<file path="config.mk">
export PLATFORM = sky130hd
export DESIGN_NAME = uart_reg_port
export DESIGN_NICKNAME = d
export VERILOG_FILES = /design/src/rtl/uart_reg_port.sv
export SDC_FILE = /design/constraint.sdc
export NUM_CORES = 1
export LEC_CHECK = 0
export BUFFER_PORTS_ARGS = -buffer_cell sky130_fd_sc_hd__buf_2
export CORE_ASPECT_RATIO = 1.5
export CORE_MARGIN = 3
export CORE_UTILIZATION = 45
export CTS_CLUSTER_DIAMETER = 200
export DETAILED_ROUTE_END_ITERATION = 8
export PLACE_DENSITY = 0.67
export SYNTH_ARGS = -nofsm -noshare
export SYNTH_HDL_FRONTEND = slang
export SYNTH_SLANG_ARGS = --single-unit
</file>
<file path="constraint.sdc">
create_clock -name clk -period 5.79 [get_ports clk]
set_input_delay 0.2895 -clock clk [delete_from_list [all_inputs] [get_ports clk]]
set_output_delay 0.2895 -clock clk [all_outputs]
set_load 0.1 [all_outputs]
</file>
<file path="src/rtl/uart_reg_port.sv">
module uart_reg_port #(
  parameter int DEPTH    = 16,  // power of two
  parameter int TMO_BITS = 32,
  parameter int OVS      = 16
)(
  input  logic        clk,
  input  logic        rst_n,
  input  logic        bus_en,
  input  logic        bus_we,
  input  logic [4:0]  bus_addr,
  input  logic [31:0] bus_wdata,
  output logic [31:0] bus_rdata,
  output logic        irq,
  output logic        tx_valid,
  output logic [7:0]  tx_byte,
  input  logic        tx_ready,
  input  logic        rx_valid,
  input  logic [7:0]  rx_byte,
  input  logic [2:0]  rx_err,
  input  logic        cts_in,
  input  logic        dsr_in,
  input  logic        dcd_in,
  output logic [7:0]  line_cfg,
  output logic        baud_tick,
  output logic        uart_on
);
  localparam int AW      = $clog2(DEPTH);
  localparam int CW      = $clog2(DEPTH + 1);
  localparam int HALF    = DEPTH / 2;
  localparam int TMO_LIM = TMO_BITS * OVS;
  localparam int TW      = $clog2(TMO_LIM + 1);

  localparam logic [2:0] A_DATA = 3'd0, A_RSTAT = 3'd1, A_LINE = 3'd2, A_DIVH = 3'd3,
                         A_DIVL = 3'd4, A_CTRL  = 3'd5, A_FLAG = 3'd6, A_INT  = 3'd7;

  logic [2:0] ra;
  logic       acc, wr, rd;
  assign ra  = bus_addr[4:2];
  assign acc = bus_en && (bus_addr[1:0] == 2'b00);
  assign wr  = acc && bus_we;
  assign rd  = acc && !bus_we;

  logic unused_hi;
  assign unused_hi = ^bus_wdata[31:8];

  logic [7:0] lcr, div_hi, div_lo, ctrl;
  logic       fen, en;
  assign fen      = lcr[4];
  assign en       = ctrl[0];
  assign line_cfg = lcr;
  assign uart_on  = en;

  always_ff @(posedge clk or negedge rst_n)
    if (!rst_n) begin
      lcr <= '0; div_hi <= '0; div_lo <= '0; ctrl <= '0;
    end else if (wr) begin
      case (ra)
        A_LINE: lcr    <= bus_wdata[7:0] & 8'h7F;
        A_DIVH: div_hi <= bus_wdata[7:0];
        A_DIVL: div_lo <= bus_wdata[7:0];
        A_CTRL: ctrl   <= bus_wdata[7:0] & 8'h79;
        default: ;
      endcase
    end

  logic [CW-1:0] cap;
  assign cap = fen ? CW'(DEPTH) : CW'(1);

  // transmit queue
  logic [7:0]    tx_mem [DEPTH];
  logic [AW-1:0] tx_wp, tx_rp;
  logic [CW-1:0] tx_cnt;
  logic          tx_full, tx_push, tx_pop;

  assign tx_full  = tx_cnt >= cap;
  assign tx_push  = wr && ra == A_DATA && !tx_full;
  assign tx_valid = en && tx_cnt != '0;
  assign tx_byte  = tx_mem[tx_rp];
  assign tx_pop   = tx_valid && tx_ready;

  always_ff @(posedge clk)
    if (tx_push) tx_mem[tx_wp] <= bus_wdata[7:0];

  always_ff @(posedge clk or negedge rst_n)
    if (!rst_n) begin
      tx_wp <= '0; tx_rp <= '0; tx_cnt <= '0;
    end else begin
      if (tx_push) tx_wp <= tx_wp + AW'(1);
      if (tx_pop)  tx_rp <= tx_rp + AW'(1);
      tx_cnt <= tx_cnt + CW'(tx_push) - CW'(tx_pop);
    end


  tx_push_chk: assert property (@(posedge clk) disable iff (!rst_n)
    (tx_push && !tx_pop) |=> tx_cnt == $past(tx_cnt) + CW'(1));

  // receive queue: {err[2:0], byte}
  logic [10:0]   rx_mem [DEPTH];
  logic [AW-1:0] rx_wp, rx_rp;
  logic [CW-1:0] rx_cnt;
  logic          rx_full, rx_push, rx_drop, rx_pop, rx_empty;
  logic [10:0]   rx_head;
  logic [2:0]    head_err, err_lat;
  logic          ovr;
  logic [7:0]    wl_mask;

  assign rx_empty = rx_cnt == '0;
  assign rx_full  = rx_cnt >= cap;
  assign rx_push  = rx_valid && en && !rx_full;
  assign rx_drop  = rx_valid && en && rx_full;
  assign rx_pop   = rd && ra == A_DATA && !rx_empty;
  assign rx_head  = rx_mem[rx_rp];
  assign head_err = rx_empty ? 3'b000 : rx_head[10:8];
  assign wl_mask  = 8'hFF >> (2'd3 - lcr[6:5]);

  always_ff @(posedge clk)
    if (rx_push) rx_mem[rx_wp] <= {rx_err, rx_byte};

  always_ff @(posedge clk or negedge rst_n)
    if (!rst_n) begin
      rx_wp <= '0; rx_rp <= '0; rx_cnt <= '0;
    end else begin
      if (rx_push) rx_wp <= rx_wp + AW'(1);
      if (rx_pop)  rx_rp <= rx_rp + AW'(1);
      rx_cnt <= rx_cnt + CW'(rx_push) - CW'(rx_pop);
    end

  always_ff @(posedge clk or negedge rst_n)
    if (!rst_n) begin
      err_lat <= '0; ovr <= 1'b0;
    end else begin
      if (wr && ra == A_RSTAT) err_lat <= '0;
      else if (rx_pop)         err_lat <= err_lat | head_err;
      if (rx_drop)                  ovr <= 1'b1;
      else if (wr && ra == A_RSTAT) ovr <= 1'b0;
    end


  rx_drop_keep_chk: assert property (@(posedge clk) disable iff (!rst_n)
    (rx_drop && !rx_pop) |=> (rx_cnt == $past(rx_cnt) && ovr));


  rs_clear_chk: assert property (@(posedge clk) disable iff (!rst_n)
    (wr && ra == A_RSTAT && !rx_drop) |=> (err_lat == 3'b000 && !ovr));


  rx_bound_chk: assert property (@(posedge clk) disable iff (!rst_n)
    rx_cnt <= CW'(DEPTH));

  // baud tick and receive timeout
  logic [15:0]   pre;
  logic [TW-1:0] tmo;
  logic          rto;

  assign baud_tick = en && pre == {div_hi, div_lo};
  assign rto       = tmo == TW'(TMO_LIM);

  always_ff @(posedge clk or negedge rst_n)
    if (!rst_n)         pre <= '0;
    else if (!en)       pre <= '0;
    else if (baud_tick) pre <= '0;
    else                pre <= pre + 16'd1;

  always_ff @(posedge clk or negedge rst_n)
    if (!rst_n)                  tmo <= '0;
    else if (rx_push || rx_empty) tmo <= '0;
    else if (baud_tick && !rto)  tmo <= tmo + TW'(1);


  rto_reset_chk: assert property (@(posedge clk) disable iff (!rst_n)
    rx_push |=> !rto);

  // modem inputs
  logic [2:0] m1, m2, mp;
  logic       mis;

  always_ff @(posedge clk or negedge rst_n)
    if (!rst_n) begin
      m1 <= '0; m2 <= '0; mp <= '0; mis <= 1'b0;
    end else begin
      m1 <= {dcd_in, dsr_in, cts_in};
      m2 <= m1;
      mp <= m2;
      if (m2 != mp)              mis <= 1'b1;
      else if (wr && ra == A_INT) mis <= 1'b0;
    end

  // interrupts
  logic [3:0] raw, ir;
  logic       ris, tis;
  assign ris = rx_cnt >= (fen ? CW'(HALF) : CW'(1));
  assign tis = tx_cnt <= (fen ? CW'(HALF) : CW'(0));
  assign raw = {rto, tis, ris, mis};
  assign ir  = raw & {ctrl[6], ctrl[5], ctrl[4], ctrl[3]};
  assign irq = |ir;


  irq_mask_chk: assert property (@(posedge clk) disable iff (!rst_n)
    (ctrl[6:3] == 4'b0000) |-> !irq);

  always_comb begin
    bus_rdata = '0;
    case (ra)
      A_DATA:  bus_rdata[7:0] = rx_head[7:0] & wl_mask;
      A_RSTAT: bus_rdata[3:0] = {ovr, err_lat | head_err};
      A_LINE:  bus_rdata[7:0] = lcr;
      A_DIVH:  bus_rdata[7:0] = div_hi;
      A_DIVL:  bus_rdata[7:0] = div_lo;
      A_CTRL:  bus_rdata[7:0] = ctrl;
      A_FLAG:  bus_rdata[7:0] = {tx_cnt == '0, 1'b0, tx_full, rx_empty, 1'b0, m2};
      A_INT:   bus_rdata[3:0] = ir;
      default: ;
    endcase
  end
endmodule

</file>
# Word level (Yosys, flattened, before mapping)
# Memory sizes are Yosys's and may differ from the RTL's.
# Cells that the tools add are included.
# totals
regBits	94
mem_bits_rw	304
inputBits	57
out_inout_bits	52
elab_cells	105
mem_count	2
# classes
n_addsub	11
n_lt_le_gt_ge	4
eq_ne	10
n_shift	1
muxes	20
bitwise	3
n_reduce_logical	36
# memory_table
name	words	width	read_ports	rd_ports_with_merged_regs	write_ports	line_no	rtl
rx_mem	16	11	1	0	1	98	logic [10:0] rx_mem [DEPTH];
tx_mem	16	8	1	0	1	70	logic [7:0] tx_mem [DEPTH];
# op_table
cell	count
16-bit 2-to-1 mux	2
4-bit case mux with 8 select lines	1
4-bit case mux with 6 select lines	1
10-bit 2-to-1 mux	2
16-bit by 1-bit adder with 16-bit output, second input constant	1
4-bit by 1-bit adder with 4-bit output, second input constant	4
16-bit equality test	1
1-bit logical AND	16
3-bit equality test, second input constant	4
10-bit by 1-bit adder with 10-bit output, second input constant	1
5-bit by 1-bit adder with 5-bit output	2
10-bit equality test, second input constant	1
5-bit >= comparator	2
5-bit zero test	2
5-bit by 1-bit subtractor with 5-bit output	2
3-bit 2-to-1 mux	3
8-bit bitwise AND	1
1-bit 2-to-1 mux	8
4-bit 2-to-1 mux	2
2-bit AND reduction	4
2-bit nonzero test	4
8-bit by 2-bit >> shifter with 8-bit output, first input constant	1
3-bit by 2-bit equality test with 1-bit output, second input constant	2
5-bit by 4-bit >= comparator with 1-bit output	1
13 further kinds	17

# Logic depth before layout (Yosys ltp)
# depth
depth_word	7
mapped_depth	15
mapped_depth_nobuf	14

# Worst setup path after synthesis
# Ideal clock, no wire load.
# synth_timing
path_kind	register to register
startpoint	register ctrl[0]
endpoint	register tx_cnt[4]
setup_ps	80
arrival_time_ps	4073
required_time_ps	5710
path_slack_ps	1637
path_stages_with_launch	12
n_path_buf	1
period_less_slack_ps	4153
path_cell_list	dfrtp_1 > nor2b_1 > and2_1 > clkbuf_1 > ha_1 > inv_1 > ha_1 > fa_1 > a21oi_1 > nor2_1 > nor2_1 > xnor2_1
# synth_between
elab_chain_len	3
# synth_lines
item	line_no	rtl
start: declaration	46	logic [7:0] lcr, div_hi, div_lo, ctrl;
start signal: assignment	61	A_CTRL: ctrl <= bus_wdata[7:0] & 8'h79;
1-bit logical AND	77	assign tx_valid = en && tx_cnt != '0;
named net tx_valid	14	output logic tx_valid,
1-bit logical AND	79	assign tx_pop = tx_valid && tx_ready;
named net tx_pop	73	logic tx_full, tx_push, tx_pop;
5-bit by 1-bit subtractor with 5-bit output	90	tx_cnt <= tx_cnt + CW'(tx_push) - CW'(tx_pop);
end signal: assignment	90	
end: declaration	72	logic [CW-1:0] tx_cnt;
# The timed path passes the listed nets, and every way through them passes these cells.
# A chain may end at the register's enable or synchronous reset.

# Final worst setup path
# layout_timing
startpoint	register rx_rp[0]
endpoint	output port bus_rdata[0]
# layout_between
elab_chain_len	4
elab_cells_between_ends	5
classes_between	2 x mux; 2 x bitwise; 1 x memory
# layout_lines
item	line_no	rtl
start: declaration	99	logic [AW-1:0] rx_wp, rx_rp;
start signal: assignment	124	if (rx_pop) rx_rp <= rx_rp + AW'(1);
memory 16 x 11 bit (*)	n/a	
3-bit 2-to-1 mux	113	assign head_err = rx_empty ? 3'b000 : rx_head[10:8];
3-bit bitwise OR	205	A_RSTAT: bus_rdata[3:0] = {ovr, err_lat | head_err};
4-bit case mux with 8 select lines (*)	203	case (ra)
end: declaration	12	output logic [31:0] bus_rdata,
# Every way passes the cells marked *; elsewhere a longest branch is shown, timed or not.

==> results_dict.tcl <==
set metrics [dict create \
    path_cells "buf_4 -> mux4_2 -> and2_1 -> a211oi_1 -> a21oi_1 -> o22a_1 -> buf_2" \
    placed_area_sq_um 17880 \
    path_delay_family "flip-flops" \
    drc 0 \
    cp-start-kind "flip-flop" \
    grtUsageMet2 0.3177 \
    swShare 0.3181 \
    placed_cells 1531 \
    first_pass_iters 5 \
    gr-usage-met1 0.2279 \
    cts_setup_buffers 0 \
    antenna_found_initial 0 \
    drv_cap 0 \
    cts_max_path_buffers 3 \
    reg2reg_depth 14 \
    holdBufCountCts 4 \
    n_antenna_cell 0 \
    num_vias 8956 \
    hpwl_um 24120 \
    gp_routability_congestion 0.8230 \
    drt-total-wl_um 35640 \
    max_slew_margin 0.2207 \
    drt.antenna.violating_nets 0 \
    dieArea_sq_um 40460 \
    wl_per_cell_um 22.18 \
    fin_util 0.5193 \
    r2r_start "line_cfg[4]" \
    cts_made_buffers 39 \
    crit_fanout 32 \
    fp-row-count 86 \
    vdd_drop_max_v 0.0004276 \
    synth_seq_area_share 0.6707 \
    grt_pass1_vias 9219 \
    worst_slew_pin_slew_ps 1163 \
    status "completed" \
    top_usage_layer "met2" \
    fin_worst_skew_ps 42.33 \
    fin_cells 1607 \
    cts_tree "done" \
    grt_pass1_wl_um 55250 \
    finalSetupViolations 0 \
    root_buffer "clkbuf_16" \
    synth.avg_cell_area_sq_um 16.88 \
    coreArea_sq_um 37120 \
    io_pins 109 \
    period_needed_ps 3897 \
    grt_max_degree 73 \
    critical_path_class "flip-flop to output pin" \
    path_buf_inv 2 \
    seq_power_share 0.430 \
    grt_usage 0.1803 \
    cts_resized 0 \
    synthTopCellsByArea "edfxtp_1 53%, dfrtp_1 14%, mux4_2 12%" \
    layout-drive-gt1-share 0.2476 \
    endpoint "bus_rdata[0]" \
    fin_nets 1185 \
    clock_latency_ps 570 \
    timing.fmax_mhz 256.6 \
    synth_cells 1014 \
    startpoint "rx_rp[0]" \
    path_depth 7 \
    clock-sinks 398 \
    clk_pin_slew_worst_paths_ps 60 \
    p_int_w 0.005462 \
    p_comb_frac 0.245 \
    areaGrowthSynthToFinish_pct 12.62 \
    yosys.area.top_type "edfxtp_1" \
    synth_edf_count 304 \
    ys.warnings.count 0 \
    slowest_stage "dfrtp_2" \
    slew_violations 0 \
    arrival_ps 3610 \
    synth_ff_type "edfxtp_1" \
    cts_htree_levels 2 \
    synthDistinctLibCells 66 \
    die_h_um 244.9 \
    grt-ovfl-total 0 \
    grtUsageMet3 0.02364 \
    max_stage_delay_ps 1030 \
    port_buffers 59 \
    finalCritPeriodShare 0.6730 \
    p_sw_w 0.002548 \
    yosys.area.top_type_share 0.5333 \
    fp.dieW_um 165.2 \
    leakagePower_nw 6.928 \
    synthArstFlopShare 0.2362 \
    drt_iter0_markers 772 \
    yosys_register_bits 398 \
    worstSetupEndpointType "output pin" \
    hold_path_class "input pin to flip-flop" \
    start_util 0.4611 \
    netlist_area_sq_um 17120 \
    tns_ps 0 \
    cp.required_ps 5500 \
    vias_per_cell 5.573 \
    r2r_slack_ps 2040 \
    final_hold_viol_count 0 \
    power.share.clock 0.325 \
    reg2reg_to "rx_cnt[4]" \
    rsz0062_at_grt "false" \
    design_area_sq_um 19280 \
    powerDensity_nw_per_um2 415.5 \
]
[cell families (layout without fill, tap and decap cells)]
logic type               Yosys count  count (layout)  share of synthesized area
AO/OA/AOI/OAI                     77              77                    0.03202
XOR/XNOR                          53              53                    0.02712
adder cells (fa/ha/maj)           36              36                    0.02719
buffers and inverters            101             186                    0.03026
flip-flops                       398             398                     0.6707
multiplexers                     134             134                     0.1452
other                              1              25                  0.0002191
AND/OR/NAND/NOR                  214             214                    0.06732
[tightest hold or removal path: cells and delay by family]
kind / cells / cell delay [ps]
and+or+nand+nor: 1 / 90
buffers and inverters: 1 / 120
AOI/OAI and AO/OA: 1 / 90
[final cells by class]
class	count	area [sq um]
timing repair buffer	83	488.0
inverter	31	116.4
sequential	398	11480
multi-input combinational	539	5229
clock inverter	20	279.0
clock buffer	52	1075
fill	3017	17850
tap	484	605.6
[synthesized netlist by cell type, types with 14 or more instances]
library cell / instances
nand2_1: 46
nor2_1: 48
clkbuf_1: 17
buf_2: 18
dfrtp_1: 94
edfxtp_1: 304
mux4_2: 88
xnor2_1: 28
ha_1: 34
inv_1: 30
a21oi_1: 17
buf_4: 25
mux2_2: 33
xor2_1: 25
and3_1: 22
nand4_1: 18
nand3_1: 14
nor3_1: 16
[routing by layer]
| metal | part of all wire | vias up |
|---|---|---|
| li1 | - | 4047 |
| met1 | 0.40 | 4675 |
| met2 | 0.54 | 175 |
| met3 | 0.034 | 59 |
| met4 | 0.029 | 0 |
| met5 | 0 | - |
[registers in the layout, summed over array words and instances (netlist names), 4 cells and up]
register,flops
rx_mem,176
tx_mem,128
pre,16
tmo,10
div_hi,8
div_lo,8
line_cfg,7
ctrl,5
rx_cnt,5
tx_cnt,5
rx_rp,4
rx_wp,4
tx_rp,4
tx_wp,4
[power by group through the flow]
stage	Clock, W	Sequential, W	Combinational, W
finish	0.00261	0.00344	0.00196
detailed placement	0	0.00351	0.00198
CTS	0.00266	0.00345	0.00199
floorplan	0	0.00345	0.00161
global placement	0	0.00350	0.00196
global route	0.00277	0.00348	0.00211
[per-stage QoR]
stage          setup WS [ps]  hold slack [ps]  power (W)
6_report                1893            84.49   0.008010
5_1_grt                 1577            78.31   0.008357
4_1_cts                 1728            74.69   0.008099
3_5_place_dp            2071            213.0   0.005488
3_3_place_gp            2091            204.8   0.005457
2_1_floorplan           1637           -6.091   0.005054
[cells in the final DEF, fill, tap and decap left out, types with 5 or more instances in the layout]
| cell type | n |
|---|---|
| and3_1 | 22 |
| nand2_1 | 46 |
| mux4_2 | 88 |
| clkbuf_1 | 8 |
| dfrtp_1 | 91 |
| o31ai_1 | 7 |
| mux2i_1 | 12 |
| xor2_1 | 25 |
| a21oi_1 | 17 |
| nand4_1 | 18 |
| buf_2 | 58 |
| buf_4 | 21 |
| clkbuf_16 | 39 |
| a221oi_1 | 5 |
| nor2b_1 | 9 |
| nand2b_1 | 6 |
| o21ai_0 | 12 |
| nor3_1 | 12 |
| nand3_1 | 14 |
| ha_1 | 34 |
| nor2_1 | 48 |
| edfxtp_1 | 304 |
| inv_1 | 30 |
| and2_1 | 10 |
| xnor2_1 | 28 |
| a22o_1 | 7 |
| or4_1 | 7 |
| conb_1 | 25 |
| clkbuf_8 | 5 |
| clkinv_2 | 6 |
| mux2_2 | 33 |
[how the worst min path moves through the flow]
stage | startpoint | endpoint | slack (ps) | cells past startpoint
after CTS | rx_err[1] | rx_mem[0][9] | 70 | 1
after floorplan | rst_n | ctrl[0] | -6 | 0
after global routing | rx_valid | ovr | 80 | 3
after detailed placement | rst_n | pre[6] | 210 | 1
after global placement | rst_n | pre[2] | 200 | 1
final | rx_valid | ovr | 80 | 3
Power figures use the tool's default switching activity.
